`config.mk`:
```
export PLATFORM = sky130hd
export DESIGN_NAME = charge_sequencer
export DESIGN_NICKNAME = d
export VERILOG_FILES = /design/src/rtl/chg_pkg.sv /design/src/rtl/chg_deglitch.sv /design/src/rtl/chg_datapath.sv /design/src/rtl/chg_ctrl.sv /design/src/rtl/charge_sequencer.sv
export SDC_FILE = /design/constraint.sdc
export NUM_CORES = 1
export LEC_CHECK = 0
export BUFFER_PORTS_ARGS = -buffer_cell sky130_fd_sc_hd__buf_2
export CAP_MARGIN = 10
export CORE_ASPECT_RATIO = 1.75
export CORE_MARGIN = 3
export CORE_UTILIZATION = 50
export DETAILED_ROUTE_END_ITERATION = 12
export GPL_TIMING_DRIVEN = 0
export PLACE_DENSITY = 0.68
export SYNTH_ARGS = -nofsm -noshare
export SYNTH_HDL_FRONTEND = slang
export SYNTH_HIERARCHICAL = 1
export SYNTH_SLANG_ARGS = --single-unit
```
`constraint.sdc`:
```
create_clock -name clk -period 4.1 [get_ports clk]
set_clock_uncertainty 0.15 [all_clocks]
set_input_delay 0.205 -clock clk [delete_from_list [all_inputs] [get_ports clk]]
set_output_delay 0.205 -clock clk [all_outputs]
set_load 0.02 [all_outputs]
```
`src/rtl/chg_pkg.sv`:
```
package chg_pkg;
  typedef enum logic [2:0] {
    PH_OFF   = 3'd0,
    PH_SHORT = 3'd1,
    PH_PRE   = 3'd2,
    PH_CC    = 3'd3,
    PH_CV    = 3'd4,
    PH_DONE  = 3'd5,
    PH_FAULT = 3'd6
  } phase_e;

  typedef enum logic [1:0] {
    SEL_NONE = 2'd0,
    SEL_PRE  = 2'd1,
    SEL_FAST = 2'd2
  } isel_e;

  // control -> datapath strobes
  typedef struct packed {
    logic tmrClr;
    logic tmrRun;
    logic pulseReq;
  } strobe_t;

  // datapath -> control status
  typedef struct packed {
    logic preExp;
    logic mainExp;
    logic termOk;
    logic rchOk;
  } dpstat_t;
endpackage

```
`src/rtl/chg_deglitch.sv`:
```
module chg_deglitch #(
  parameter int HOLD_MS = 64,
  localparam int CW = $clog2(HOLD_MS + 1)
) (
  input  logic clk,
  input  logic rstN,
  input  logic tick,
  input  logic raw,
  output logic filt
);
  logic [CW-1:0] cnt;

  always_ff @(posedge clk or negedge rstN) begin
    if (!rstN) begin
      cnt  <= '0;
      filt <= 1'b0;
    end else if (raw == filt) begin
      cnt <= '0;
    end else if (tick) begin
      if (cnt == CW'(HOLD_MS - 1)) begin
        filt <= raw;
        cnt  <= '0;
      end else begin
        cnt <= cnt + 1'b1;
      end
    end
  end

  // filtered flag only ever moves toward the raw value seen before
  p_filt_follows_raw_r4: assert property (@(posedge clk) disable iff (!rstN)
    !$stable(filt) |-> (filt == $past(raw)));
endmodule

```
`src/rtl/chg_datapath.sv`:
```
module chg_datapath
  import chg_pkg::*;
#(
  parameter int MS_PER_MIN = 60000,
  parameter int TMR_W      = 10,
  parameter int PULSE_CYC  = 25600,
  parameter int TERM_MS    = 64,
  parameter int RCH_MS     = 32,
  localparam int CNT_W = $clog2(((2 ** TMR_W) - 1) * MS_PER_MIN + 1),
  localparam int PW    = $clog2(PULSE_CYC + 1)
) (
  input  logic             clk,
  input  logic             rstN,
  input  logic             msTick,
  input  logic [TMR_W-1:0] timerMin,
  input  logic             iBelowTerm,
  input  logic             batBelowRch,
  input  strobe_t          strb,
  output dpstat_t          st,
  output logic             faultPulse
);
  logic [CNT_W-1:0] tmrCnt;
  logic [CNT_W-1:0] mainLim;
  logic [CNT_W-1:0] preLim;
  logic [PW-1:0]    pulseCnt;
  logic             termFilt;
  logic             rchFilt;

  assign mainLim = CNT_W'(timerMin) * CNT_W'(MS_PER_MIN);
  assign preLim  = CNT_W'(timerMin) * CNT_W'(MS_PER_MIN / 10);

  // safety timer: elapsed ms of the running cycle, saturating
  always_ff @(posedge clk or negedge rstN) begin
    if (!rstN) begin
      tmrCnt <= '0;
    end else if (strb.tmrClr) begin
      tmrCnt <= '0;
    end else if (strb.tmrRun && msTick && (tmrCnt != '1)) begin
      tmrCnt <= tmrCnt + 1'b1;
    end
  end

  chg_deglitch #(.HOLD_MS(TERM_MS)) uTerm (
    .clk(clk), .rstN(rstN), .tick(msTick), .raw(iBelowTerm), .filt(termFilt));
  chg_deglitch #(.HOLD_MS(RCH_MS)) uRch (
    .clk(clk), .rstN(rstN), .tick(msTick), .raw(batBelowRch), .filt(rchFilt));

  // fault pulse stretcher, one pulse per request, requests during a pulse dropped
  always_ff @(posedge clk or negedge rstN) begin
    if (!rstN) begin
      pulseCnt <= '0;
    end else if (pulseCnt != '0) begin
      pulseCnt <= pulseCnt - 1'b1;
    end else if (strb.pulseReq) begin
      pulseCnt <= PW'(PULSE_CYC);
    end
  end

  assign faultPulse = (pulseCnt != '0);
  assign st.preExp  = (tmrCnt >= preLim);
  assign st.mainExp = (tmrCnt >= mainLim);
  assign st.termOk  = termFilt;
  assign st.rchOk   = rchFilt;

  // a started pulse lasts more than one cycle
  p_pulse_hold_r11: assert property (@(posedge clk) disable iff (!rstN)
    $rose(faultPulse) |=> faultPulse);
  // timer frozen while control withholds run and clear
  p_timer_frozen_r9: assert property (@(posedge clk) disable iff (!rstN)
    (!strb.tmrRun && !strb.tmrClr) |=> (tmrCnt == $past(tmrCnt)));
endmodule

```
`src/rtl/chg_ctrl.sv`:
```
module chg_ctrl
  import chg_pkg::*;
(
  input  logic    clk,
  input  logic    rstN,
  input  logic    inValid,
  input  logic    chipDis,
  input  logic    batShort,
  input  logic    batLow,
  input  logic    batAtReg,
  input  logic    tsFault,
  input  dpstat_t st,
  output phase_e  phase,
  output logic    charging,
  output strobe_t strb
);
  phase_e nextPh;
  phase_e startPh;
  logic   tsPrev;
  logic   enabled;

  assign enabled  = inValid && !chipDis;
  assign charging = (phase == PH_SHORT) || (phase == PH_PRE) ||
                    (phase == PH_CC) || (phase == PH_CV);
  assign startPh  = batShort ? PH_SHORT : (batLow ? PH_PRE : PH_CC);

  always_comb begin
    nextPh      = phase;
    strb.tmrClr = 1'b0;
    if (!enabled) begin
      nextPh = PH_OFF;
    end else begin
      unique case (phase)
        PH_OFF: begin
          nextPh      = startPh;
          strb.tmrClr = 1'b1;
        end
        PH_SHORT: if (!tsFault) begin
          if (st.preExp)      nextPh = PH_FAULT;
          else if (!batShort) nextPh = batLow ? PH_PRE : PH_CC;
        end
        PH_PRE: if (!tsFault) begin
          if (st.preExp)      nextPh = PH_FAULT;
          else if (batShort)  nextPh = PH_SHORT;
          else if (!batLow)   nextPh = PH_CC;
        end
        PH_CC: if (!tsFault) begin
          if (st.mainExp)     nextPh = PH_FAULT;
          else if (batAtReg)  nextPh = PH_CV;
        end
        PH_CV: if (!tsFault) begin
          if (st.mainExp)     nextPh = PH_FAULT;
          else if (st.termOk) nextPh = PH_DONE;
        end
        PH_DONE: if (st.rchOk) begin
          nextPh      = startPh;
          strb.tmrClr = 1'b1;
        end
        PH_FAULT: nextPh = PH_FAULT;
        default:  nextPh = PH_OFF;
      endcase
    end
  end

  assign strb.tmrRun   = charging && !tsFault;
  assign strb.pulseReq = ((nextPh == PH_FAULT) && (phase != PH_FAULT)) ||
                         (charging && enabled && tsFault && !tsPrev);

  always_ff @(posedge clk or negedge rstN) begin
    if (!rstN) begin
      phase  <= PH_OFF;
      tsPrev <= 1'b0;
    end else begin
      phase  <= nextPh;
      tsPrev <= tsFault;
    end
  end

  p_off_no_input_r6: assert property (@(posedge clk) disable iff (!rstN)
    (!inValid || chipDis) |=> (phase == PH_OFF));
  p_fault_latched_r8: assert property (@(posedge clk) disable iff (!rstN)
    (phase == PH_FAULT && inValid && !chipDis) |=> (phase == PH_FAULT));
  p_done_after_term_r4: assert property (@(posedge clk) disable iff (!rstN)
    (phase == PH_CV && !st.termOk) |=> (phase != PH_DONE));
  p_pre_timeout_r7: assert property (@(posedge clk) disable iff (!rstN)
    ((phase == PH_SHORT || phase == PH_PRE) && st.preExp && inValid && !chipDis && !tsFault)
      |=> (phase == PH_FAULT));
  p_pause_hold_r9: assert property (@(posedge clk) disable iff (!rstN)
    (charging && tsFault && inValid && !chipDis) |=> (phase == $past(phase)));
endmodule

```
`src/rtl/charge_sequencer.sv`:
```
module charge_sequencer
  import chg_pkg::*;
#(
  parameter int MS_PER_MIN = 60000,
  parameter int TMR_W      = 10,
  parameter int PULSE_CYC  = 25600,
  parameter int TERM_MS    = 64,
  parameter int RCH_MS     = 32
) (
  input  logic             clk,
  input  logic             rstN,
  input  logic             msTick,
  input  logic [TMR_W-1:0] timerMin,
  input  logic             inValid,
  input  logic             chipDis,
  input  logic             batShort,
  input  logic             batLow,
  input  logic             batAtReg,
  input  logic             iBelowTerm,
  input  logic             batBelowRch,
  input  logic             tsFault,
  output logic [2:0]       phase,
  output logic [1:0]       curSel,
  output logic             statusN,
  output logic             faultPulse
);
  phase_e  phaseQ;
  strobe_t strb;
  dpstat_t st;
  logic    charging;
  isel_e   sel;

  chg_ctrl uCtrl (
    .clk(clk), .rstN(rstN), .inValid(inValid), .chipDis(chipDis),
    .batShort(batShort), .batLow(batLow), .batAtReg(batAtReg),
    .tsFault(tsFault), .st(st), .phase(phaseQ), .charging(charging),
    .strb(strb));

  chg_datapath #(
    .MS_PER_MIN(MS_PER_MIN), .TMR_W(TMR_W), .PULSE_CYC(PULSE_CYC),
    .TERM_MS(TERM_MS), .RCH_MS(RCH_MS)
  ) uDp (
    .clk(clk), .rstN(rstN), .msTick(msTick), .timerMin(timerMin),
    .iBelowTerm(iBelowTerm), .batBelowRch(batBelowRch), .strb(strb),
    .st(st), .faultPulse(faultPulse));

  always_comb begin
    sel = SEL_NONE;
    if (!tsFault) begin
      if (phaseQ == PH_SHORT || phaseQ == PH_PRE)   sel = SEL_PRE;
      else if (phaseQ == PH_CC || phaseQ == PH_CV) sel = SEL_FAST;
    end
  end

  assign phase   = phaseQ;
  assign curSel  = sel;
  assign statusN = !charging;

  // no current outside the charging phases
  p_no_current_idle_r3: assert property (@(posedge clk) disable iff (!rstN)
    (phase == 3'd0 || phase == 3'd5 || phase == 3'd6) |-> (curSel == 2'd0));
endmodule

```
==> flow_metrics.env, run 1 <==
export IMPL_run_status="complete, but fails checks"
export IMPL_violations="setup timing"
export IMPL_synth_top_cell_by_area="ha_1"
export IMPL_die_area_um2=19500
export IMPL_io_buffer_count=27
export IMPL_stdcell_count=1293
export IMPL_routed_wl_um=21300
export IMPL_hold_viol_final=0
export IMPL_numCtsBuffers=9
export IMPL_place_inst=1246
export IMPL_cp_slowest_cell="fa_2"
export IMPL_post_dp_hpwl_um=17300
export IMPL_grt_usage_pct=22.7
export IMPL_drive_gt1_share_pct=17.6
export IMPL_grt_setup_unrepaired="true"
export IMPL_worst_path_buf_inv=3
export IMPL_synth_cell_types=83
export IMPL_cpMostUsedCell="fa_1"
export IMPL_synthArstFlopShare_pct=100
export IMPL_path_depth=26
export IMPL_fin_setup_tns_ps=-17000
export IMPL_ys_top_cells_by_count="inv_1 (166), ha_1 (158), a21oi_1 (67)"
export IMPL_clkTransAtPathRegs_ps=50
export IMPL_fin_nets=1305
export IMPL_synth_seq_cells=60
export IMPL_htree_levels=3
export IMPL_drc=0
export IMPL_gp_congestion=0.918
export IMPL_cts_tree="yes"
export IMPL_critPathLaunchType="input port"
export IMPL_finalPower_mw=5.87
export IMPL_required_ps=4200
export IMPL_vias=7307
export IMPL_syn_inst=991
export IMPL_synth_enable_flop_cells=0
export IMPL_drv_slew=0
export IMPL_grt_max_degree=40
export IMPL_r2r_start="uDp/tmrCnt[7]$_DFFE_PN0P_"
export IMPL_overflow=0
export IMPL_maxSlewHeadroom_pct=60.9
export IMPL_die_x_um=107
export IMPL_grt_pass1_wl_um=35500
export IMPL_worst_hold_path_endpoint="uDp/uTerm/filt$_DFFE_PN0P_"
export IMPL_end_kind="flop"
export IMPL_rows=63
export IMPL_leakage_nw=5.07
export IMPL_max_stage_delay_ps=650
export IMPL_synthesis_nets=1235
export IMPL_fin_crit_ps=6500
export IMPL_wl_per_cell_um=16.5
export IMPL_hold_ws_ps=28.8
export IMPL_cp_max_fo=7
export IMPL_drt_iter0_drc=205
export IMPL_critical_path_arrival_ps=6600
export IMPL_grt_pass1_vias=7517
export IMPL_fin_crit_sh_pct=159
export IMPL_hp_class="input port to flop"
export IMPL_cts_root_buf="clkbuf_16"
export IMPL_firstDrtPassIters=4
export IMPL_drv_cap=0
export IMPL_yosysWarnings=6
export IMPL_irDropWorstVdd_uv=327
export IMPL_reg2reg_depth=11
export IMPL_synth_flop_cell="dfrtp_1"
export IMPL_worstReg2RegEnd="uDp/pulseCnt[0]$_DFFE_PN0P_"
export IMPL_tightestPinTransition_ps=582
export IMPL_hold_path_depth=2
export IMPL_cts_buffer_depth=2
export IMPL_antenna_found_initial=0
export IMPL_antennaDiodeCount=0
export IMPL_io_pins=28
export IMPL_syn_avg_cell_area_um2=8.97
export IMPL_r2r_slack_ps=710
export IMPL_hold_start="iBelowTerm"
export IMPL_synth_most_common_cell="inv_1"
export IMPL_synth_seq_area_share_pct=16.9
export IMPL_finalWorstSetupSlack_ps=-2400
export IMPL_drtAntennaViolNets=0
export IMPL_critPathKind="input port to flop"
export IMPL_yosysTopAreaCellShare_pct=22.2
export IMPL_die_y_um=182
export IMPL_powerDensity_nw_per_um2=561
export IMPL_clock_latency_ps=320
export IMPL_start_util_pct=51.7
export IMPL_path_delay_family="adder cells"
export IMPL_core_area_um2=17200
export IMPL_viasPerCell=5.65
export IMPL_setup_violations=8
export IMPL_netlist_area_um2=8890
export IMPL_area_growth_pct=17.5
export IMPL_synth_area_leaders="ha_1 (22%), dfrtp_1 (17%), fa_1 (15%), inv_1 (7.0%), a21oi_1 (3.8%)"
export IMPL_cts_sinks=60
export IMPL_max_freq_mhz=154
state kept, by name, indices dropped and copies added, names as in the netlist:
name and count:
uDp/uTerm/filt 1, uDp/uRch/filt 1, uDp/uTerm/cnt 7, uDp/pulseCnt 15, uCtrl/tsPrev 1, uDp/uRch/cnt 6
uCtrl/phase 3, uDp/tmrCnt 26
kinds of logic after synthesis:
kind of cell    Yosys count  synth area share [%]
simple gates            257                  16.4
xor+xnor                 49                  4.91
mux                      12                  1.51
fa+ha+maj               223                  36.9
flops                    60                  16.9
buf+inv                 185                  8.08
compound gates          205                  15.4
layout by cell type, fill, tap and decap left out, types with 7 or more instances in the layout:
master,count
inv_1,161
ha_1,141
fa_1,62
dfrtp_1,60
a21oi_1,59
nor2_1,58
nand2_1,46
buf_4,39
xor2_1,30
o21ai_0,27
buf_2,22
or3_1,18
xnor2_1,17
nand4_1,17
nand3_1,14
ha_4,14
o21ai_1,13
nor3_1,11
a21o_1,11
a21oi_2,10
clkbuf_16,9
nand2b_1,9
o31ai_1,8
or4_1,8
and3_1,7
mux2i_1,7
how the worst max path moves through the flow:
stage | to | from
4_1_cts | uDp/pulseCnt[0]$_DFFE_PN0P_ | timerMin[4]
3_5_place_dp | uDp/pulseCnt[1]$_DFFE_PN0P_ | timerMin[7]
6_report | uDp/pulseCnt[0]$_DFFE_PN0P_ | timerMin[5]
3_3_place_gp | uDp/pulseCnt[1]$_DFFE_PN0P_ | timerMin[8]
2_1_floorplan | uDp/pulseCnt[0]$_DFFE_PN0P_ | timerMin[3]
5_1_grt | uDp/pulseCnt[14]$_DFFE_PN0P_ | timerMin[5]
layer usage:
layer	vias to the layer above	wire length (um)	GRT usage, %
met3	45	338	1.73
met1	3548	7860	23.2
met2	98	12100	45.3
met5	-	0	0
met4	0	1030	10.8
li1	3616	-	-
cell type report:
type | instances | area [um2]
inverters | 167 | 631
fillers | 1552 | 6730
clock inverters | 4 | 47.5
plain buffers | 15 | 80.1
multi-input cells | 746 | 7170
flip-flops and latches | 60 | 1500
repair buffers | 62 | 484
clock buffers | 12 | 256
well taps | 227 | 284
through the flow:
step | setup slack [ps] | instance area, um2 | utilization (%)
2_1_floorplan | -2050 | 9030 | -
3_3_place_gp | -3670 | 9450 | 55.0
3_5_place_dp | -3700 | 9470 | 55.1
4_1_cts | -2390 | 10200 | 59.1
5_1_grt | -2520 | 10500 | 60.8
6_report | -2400 | 10500 | 60.8
report_power, final:
group          switching (mW)  leakage (nW)  internal, mW
Combinational            2.50          4.11          2.00
Sequential             0.0118         0.808         0.601
Clock                   0.253         0.149         0.501
Total                    2.77          5.07          3.10
timing repair:
| action | CTS | global route |
|---|---|---|
| endpoints found under the hold margin | 23 | 0 |
| setup buffers | 15 | 17 |
| hold buffers | 3 | 0 |
| gates resized for setup | 62 | 44 |
| pin swaps | 34 | 44 |
| endpoints found under the setup margin | 8 | 8 |
Note: power is estimated with default switching activity, not from simulation.
==> inputs of run 2 (changes only) <==
--- a/config.mk
+++ b/config.mk
@@ -13,6 +13,7 @@
 export DETAILED_ROUTE_END_ITERATION = 12
 export GPL_TIMING_DRIVEN = 0
 export PLACE_DENSITY = 0.68
+export SKIP_CTS_REPAIR_TIMING = 1
 export SYNTH_ARGS = -nofsm -noshare
 export SYNTH_HDL_FRONTEND = slang
 export SYNTH_HIERARCHICAL = 1
==> flow_metrics.env, run 2 (synthesis gave the netlist of run 1 again) <==
export IMPL_r2r_start="uDp/tmrCnt[19]$_DFFE_PN0P_"
export IMPL_antennaDiodeCount=0
export IMPL_die_y_um=182
export IMPL_drt_iter0_drc=201
export IMPL_cts_root_buf="clkbuf_16"
export IMPL_critPathLaunchType="input port"
export IMPL_gr_max_usage_layer="met2"
export IMPL_grt_setup_unrepaired="true"
export IMPL_drc=0
export IMPL_swShare_pct=47.7
export IMPL_run_status="complete, but fails checks"
export IMPL_post_dp_hpwl_um=17300
export IMPL_grt_usage_pct=22.3
export IMPL_mostFrequentLayoutCell="inv_1"
export IMPL_p_comb_share_pct=75.3
export IMPL_critical_path_arrival_ps=6710
export IMPL_gp_congestion=0.918
export IMPL_hold_path_depth=2
export IMPL_viasPerCell=5.63
export IMPL_post_place_ws_ps=-3700
export IMPL_htree_levels=3
export IMPL_reg_largest_list="uDp/tmrCnt (26), uDp/pulseCnt (15), uDp/uTerm/cnt (7)"
export IMPL_die_area_um2=19500
export IMPL_critPathKind="input port to flop"
export IMPL_fin_nets=1288
export IMPL_core_area_um2=17200
export IMPL_hp_class="input port to flop"
export IMPL_cp_slowest_cell="fa_2"
export IMPL_worst_hold_path_endpoint="uDp/uRch/filt$_DFFE_PN0P_"
export IMPL_start_util_pct=51.7
export IMPL_multi_input_area_um2=7030
export IMPL_leakage_nw=4.93
export IMPL_powerDensity_nw_per_um2=546
export IMPL_switching_power_mw=2.65
export IMPL_routed_wl_um=21000
export IMPL_firstDrtPassIters=4
export IMPL_final_cell_mix="inv_1 (160), ha_1 (143), fa_1 (62)"
export IMPL_clkPwrFrac_pct=13.6
export IMPL_finalWorstSetupSlack_ps=-2520
export IMPL_die_x_um=107
export IMPL_setup_violations=8
export IMPL_crit_start="timerMin[5]"
export IMPL_largest_reg_flops=26
export IMPL_worstReg2RegEnd="uDp/pulseCnt[0]$_DFFE_PN0P_"
export IMPL_cp_max_fo=8
export IMPL_drtAntennaViolNets=0
export IMPL_grt_pass1_wl_um=34800
export IMPL_cts_sinks=60
export IMPL_hold_ws_ps=9.04
export IMPL_grt_pass1_vias=7333
export IMPL_overflow=0
export IMPL_intPower_mw=2.90
export IMPL_nFillCells=1599
export IMPL_sequentialPowerShare_pct=11.1
export IMPL_grt_util_met1_pct=23.0
export IMPL_antenna_found_initial=0
export IMPL_required_ps=4200
export IMPL_cpMostUsedCell="fa_1"
export IMPL_drv_cap=0
export IMPL_use_met2_pct=44.6
export IMPL_violations="setup timing"
export IMPL_io_pins=28
export IMPL_cts_tree="yes"
export IMPL_grt_use_met3_pct=1.42
export IMPL_seqCellArea_um2=1500
export IMPL_largest_register="uDp/tmrCnt"
export IMPL_max_freq_mhz=151
export IMPL_max_stage_delay_ps=640
export IMPL_hold_start="batBelowRch"
export IMPL_r2r_slack_ps=660
export IMPL_io_buffer_count=27
export IMPL_tightestPinTransition_ps=561
export IMPL_vias=7184
export IMPL_end_kind="flop"
export IMPL_hold_viol_final=0
export IMPL_area_growth_pct=14.2
export IMPL_irDropWorstVdd_uv=325
export IMPL_clkTransAtPathRegs_ps=50
export IMPL_fin_crit_sh_pct=161
export IMPL_cts_buffer_depth=2
export IMPL_maxSlewHeadroom_pct=62.3
export IMPL_rows=63
export IMPL_fin_crit_ps=6620
export IMPL_wl_per_cell_um=16.4
export IMPL_reg2reg_depth=13
export IMPL_drive_gt1_share_pct=14.6
export IMPL_drv_slew=0
export IMPL_clock_latency_ps=320
export IMPL_numCtsBuffers=9
export IMPL_grt_max_degree=40
[run 2: worst max-delay path by stage]
stage | cells past startpoint | slack, ps | endpoint
after floorplan | 25 | -2050 | uDp/pulseCnt[0]$_DFFE_PN0P_
after global placement | 27 | -3670 | uDp/pulseCnt[1]$_DFFE_PN0P_
after detailed placement | 27 | -3700 | uDp/pulseCnt[1]$_DFFE_PN0P_
after CTS | 27 | -3380 | uDp/pulseCnt[1]$_DFFE_PN0P_
after global routing | 26 | -2760 | uDp/pulseCnt[0]$_DFFE_PN0P_
final | 26 | -2520 | uDp/pulseCnt[0]$_DFFE_PN0P_
[run 2: power by group through the flow]
stage	Sequential, mW	Combinational (mW)	Clock, mW
after floorplan	0.622	2.90	0
after global placement	0.623	3.67	0
after detailed placement	0.623	3.74	0
after CTS	0.613	3.78	0.774
after global routing	0.614	4.71	0.798
final	0.613	4.18	0.754
[run 2: layout make-up]
type / count / area share, %
timing repair buffer: 42 / 3.04
clock inverter: 4 / 0.468
tap: 227 / 2.80
sequential: 60 / 14.8
buffer: 18 / 0.900
clock buffer: 12 / 2.53
multi-input combinational: 746 / 69.3
inverter: 167 / 6.21
[run 2: worst max-delay path: cells and delay by family]
| kind | cells | cell delay, ps |
|---|---|---|
| adders and majority gates | 7 | 2960 |
| AOI/OAI and AO/OA | 9 | 2110 |
| buffers and inverters | 3 | 220 |
| and+or+nand+nor | 7 | 1190 |
[run 2: through the flow]
step	setup TNS [ps]	cells	utilization [%]	instance area [um2]	power (mW)
finish	-17520	1276	59.1	10200	5.55
global route	-19520	1276	59.1	10200	6.12
CTS	-24930	1262	56.9	9770	5.17
detailed placement	-27430	1246	55.1	9470	4.36
global placement	-27220	1245	55.0	9450	4.29
floorplan	-13660	991	-	9030	3.53
[run 2: routing by layer]
| metal | up-vias | wire length (um) | part of all wire, % |
|---|---|---|---|
| met4 | 0 | 799 | 3.8 |
| met1 | 3478 | 7830 | 37 |
| met3 | 36 | 309 | 1.5 |
| li1 | 3576 | - | - |
| met2 | 94 | 12000 | 57 |
| met5 | - | 0 | 0 |
==> inputs of run 3 (changes only) <==
--- a/config.mk
+++ b/config.mk
@@ -7,12 +7,14 @@
 export LEC_CHECK = 0
 export BUFFER_PORTS_ARGS = -buffer_cell sky130_fd_sc_hd__buf_2
 export CAP_MARGIN = 10
+export CELL_PAD_IN_SITES_DETAIL_PLACEMENT = 0
+export CELL_PAD_IN_SITES_GLOBAL_PLACEMENT = 1
 export CORE_ASPECT_RATIO = 1.75
 export CORE_MARGIN = 3
 export CORE_UTILIZATION = 50
 export DETAILED_ROUTE_END_ITERATION = 12
 export GPL_TIMING_DRIVEN = 0
-export PLACE_DENSITY = 0.68
+export PLACE_DENSITY = 0.84
 export SKIP_CTS_REPAIR_TIMING = 1
 export SYNTH_ARGS = -nofsm -noshare
 export SYNTH_HDL_FRONTEND = slang
==> flow_metrics.env, run 3 (synthesis gave the netlist of run 1 again) <==
export IMPL_hold_viol_final=0
export IMPL_cts_tree="yes"
export IMPL_grt_usage_pct=23.5
export IMPL_drv_cap=0
export IMPL_cts_sinks=60
export IMPL_worstReg2RegEnd="uDp/pulseCnt[0]$_DFFE_PN0P_"
export IMPL_required_ps=4200
export IMPL_overflow=0
export IMPL_routed_wl_um=22700
export IMPL_finalWorstSetupSlack_ps=-2460
export IMPL_hold_ws_ps=22.8
export IMPL_final_cell_mix="inv_1 (161), ha_1 (143), fa_1 (64)"
export IMPL_end_kind="flop"
export IMPL_fin_crit_ps=6560
export IMPL_die_y_um=182
export IMPL_area_growth_pct=15.3
export IMPL_numCtsBuffers=9
export IMPL_max_stage_delay_ps=520
export IMPL_hold_path_depth=2
export IMPL_rows=63
export IMPL_core_area_um2=17200
export IMPL_intPower_mw=3.02
export IMPL_drt_iter0_drc=199
export IMPL_grt_max_degree=38
export IMPL_firstDrtPassIters=5
export IMPL_critPathLaunchType="input port"
export IMPL_leakage_nw=4.98
export IMPL_fin_setup_tns_ps=-17050
export IMPL_die_x_um=107
export IMPL_largest_reg_flops=26
export IMPL_cts_buffer_depth=2
export IMPL_hold_start="iBelowTerm"
export IMPL_antennaDiodeCount=0
export IMPL_cts_root_buf="clkbuf_16"
export IMPL_fin_nets=1291
export IMPL_io_pins=28
export IMPL_grt_setup_unrepaired="true"
export IMPL_viasPerCell=5.77
export IMPL_r2r_slack_ps=680
export IMPL_largest_register="uDp/tmrCnt"
export IMPL_swShare_pct=46.9
export IMPL_drc=0
export IMPL_clkPwrFrac_pct=15.3
export IMPL_post_dp_hpwl_um=18500
export IMPL_gp_congestion=0.917
export IMPL_tightestPinTransition_ps=679
export IMPL_reg_largest_list="uDp/tmrCnt (26), uDp/pulseCnt (15), uDp/uTerm/cnt (7)"
export IMPL_sequentialPowerShare_pct=10.8
export IMPL_run_status="complete, but fails checks"
export IMPL_cp_max_fo=11
export IMPL_switching_power_mw=2.67
export IMPL_htree_levels=3
export IMPL_p_comb_share_pct=73.9
export IMPL_nFillCells=1584
export IMPL_powerDensity_nw_per_um2=555
export IMPL_hp_class="input port to flop"
export IMPL_irDropWorstVdd_uv=337
export IMPL_clkTransAtPathRegs_ps=60
export IMPL_antenna_found_initial=0
export IMPL_mostFrequentLayoutCell="inv_1"
export IMPL_grt_pass1_vias=7307
export IMPL_maxSlewHeadroom_pct=54.1
export IMPL_start_util_pct=51.7
export IMPL_reg2reg_depth=13
export IMPL_io_buffer_count=27
export IMPL_r2r_start="uDp/tmrCnt[19]$_DFFE_PN0P_"
export IMPL_clock_latency_ps=330
export IMPL_drv_slew=0
export IMPL_die_area_um2=19500
export IMPL_multi_input_area_um2=7040
export IMPL_violations="setup timing"
export IMPL_max_freq_mhz=152
export IMPL_crit_start="timerMin[8]"
export IMPL_drive_gt1_share_pct=14.6
export IMPL_grt_pass1_wl_um=36100
export IMPL_setup_violations=8
export IMPL_wl_per_cell_um=17.8
export IMPL_post_place_ws_ps=-3260
export IMPL_worst_hold_path_endpoint="uDp/uTerm/filt$_DFFE_PN0P_"
export IMPL_fin_crit_sh_pct=160
export IMPL_vias=7379
export IMPL_seqCellArea_um2=1500
export IMPL_drtAntennaViolNets=0
export IMPL_critPathKind="input port to flop"
export IMPL_cp_slowest_cell="fa_1"
export IMPL_critical_path_arrival_ps=6660
run 3: changes by cell type in the layout (fill, tap and decap cells not counted), sizes merged:
cell | before | now
clkbuf | 21 | 18
dlygate4sd3 | 2 | 3
inv | 166 | 167
bufinv | 1 | 3
buf | 49 | 51
clkinvlp | 2 | 3
clkinv | 2 | 1
run 3: area by class of cell:
type	instances	share of cell area [%]
Timing Repair Buffer	46	3.50
Clock buffer	9	2.20
Tap cell	227	2.77
Buffer	17	0.854
Clock inverter	7	1.20
Multi-Input combinational cell	746	68.7
Sequential cell	60	14.6
Inverter	167	6.15
run 3: worst max-delay path, delay by kind of cell:
family	cells	cell delay [ps]
buffers and inverters	6	490
XOR/XNOR	1	130
adder cells (fa/ha/maj)	7	2470
AND/OR/NAND/NOR	3	760
AO/OA/AOI/OAI	13	2580
run 3: power groups by stage:
stage	registers [mW]	clock network, mW	logic, mW
floorplan	0.622	0	2.90
global placement	0.624	0	3.71
detailed placement	0.624	0	3.77
CTS	0.613	0.899	3.80
global route	0.615	0.923	4.74
finish	0.613	0.873	4.21
run 3: metal layers:
metal  up-vias  wire [um]  track usage [%]  part of all wire, %
li1       3594          -                -                    -
met1      3589       8150             23.6                   36
met2       141      13200             47.3                   58
met3        55        422             2.16                  1.9
met4         0        946             10.4                  4.2
met5         -          0                0                    0
run 3: worst max-delay path by stage:
stage,slack [ps],end
after floorplan,-2050,uDp/pulseCnt[0]$_DFFE_PN0P_
after global placement,-3220,uDp/pulseCnt[1]$_DFFE_PN0P_
after detailed placement,-3260,uDp/pulseCnt[1]$_DFFE_PN0P_
after CTS,-2980,uDp/pulseCnt[1]$_DFFE_PN0P_
after global routing,-2660,uDp/pulseCnt[0]$_DFFE_PN0P_
final,-2460,uDp/pulseCnt[0]$_DFFE_PN0P_
run 3: stage by stage:
step / std cells / power [mW] / util, % / cell area [um2]
after floorplan: 991 / 3.53 / - / 9030
after global placement: 1245 / 4.34 / 55.0 / 9450
after detailed placement: 1246 / 4.39 / 55.1 / 9470
after CTS: 1262 / 5.31 / 57.1 / 9820
after global routing: 1279 / 6.28 / 59.7 / 10300
final: 1279 / 5.70 / 59.7 / 10300
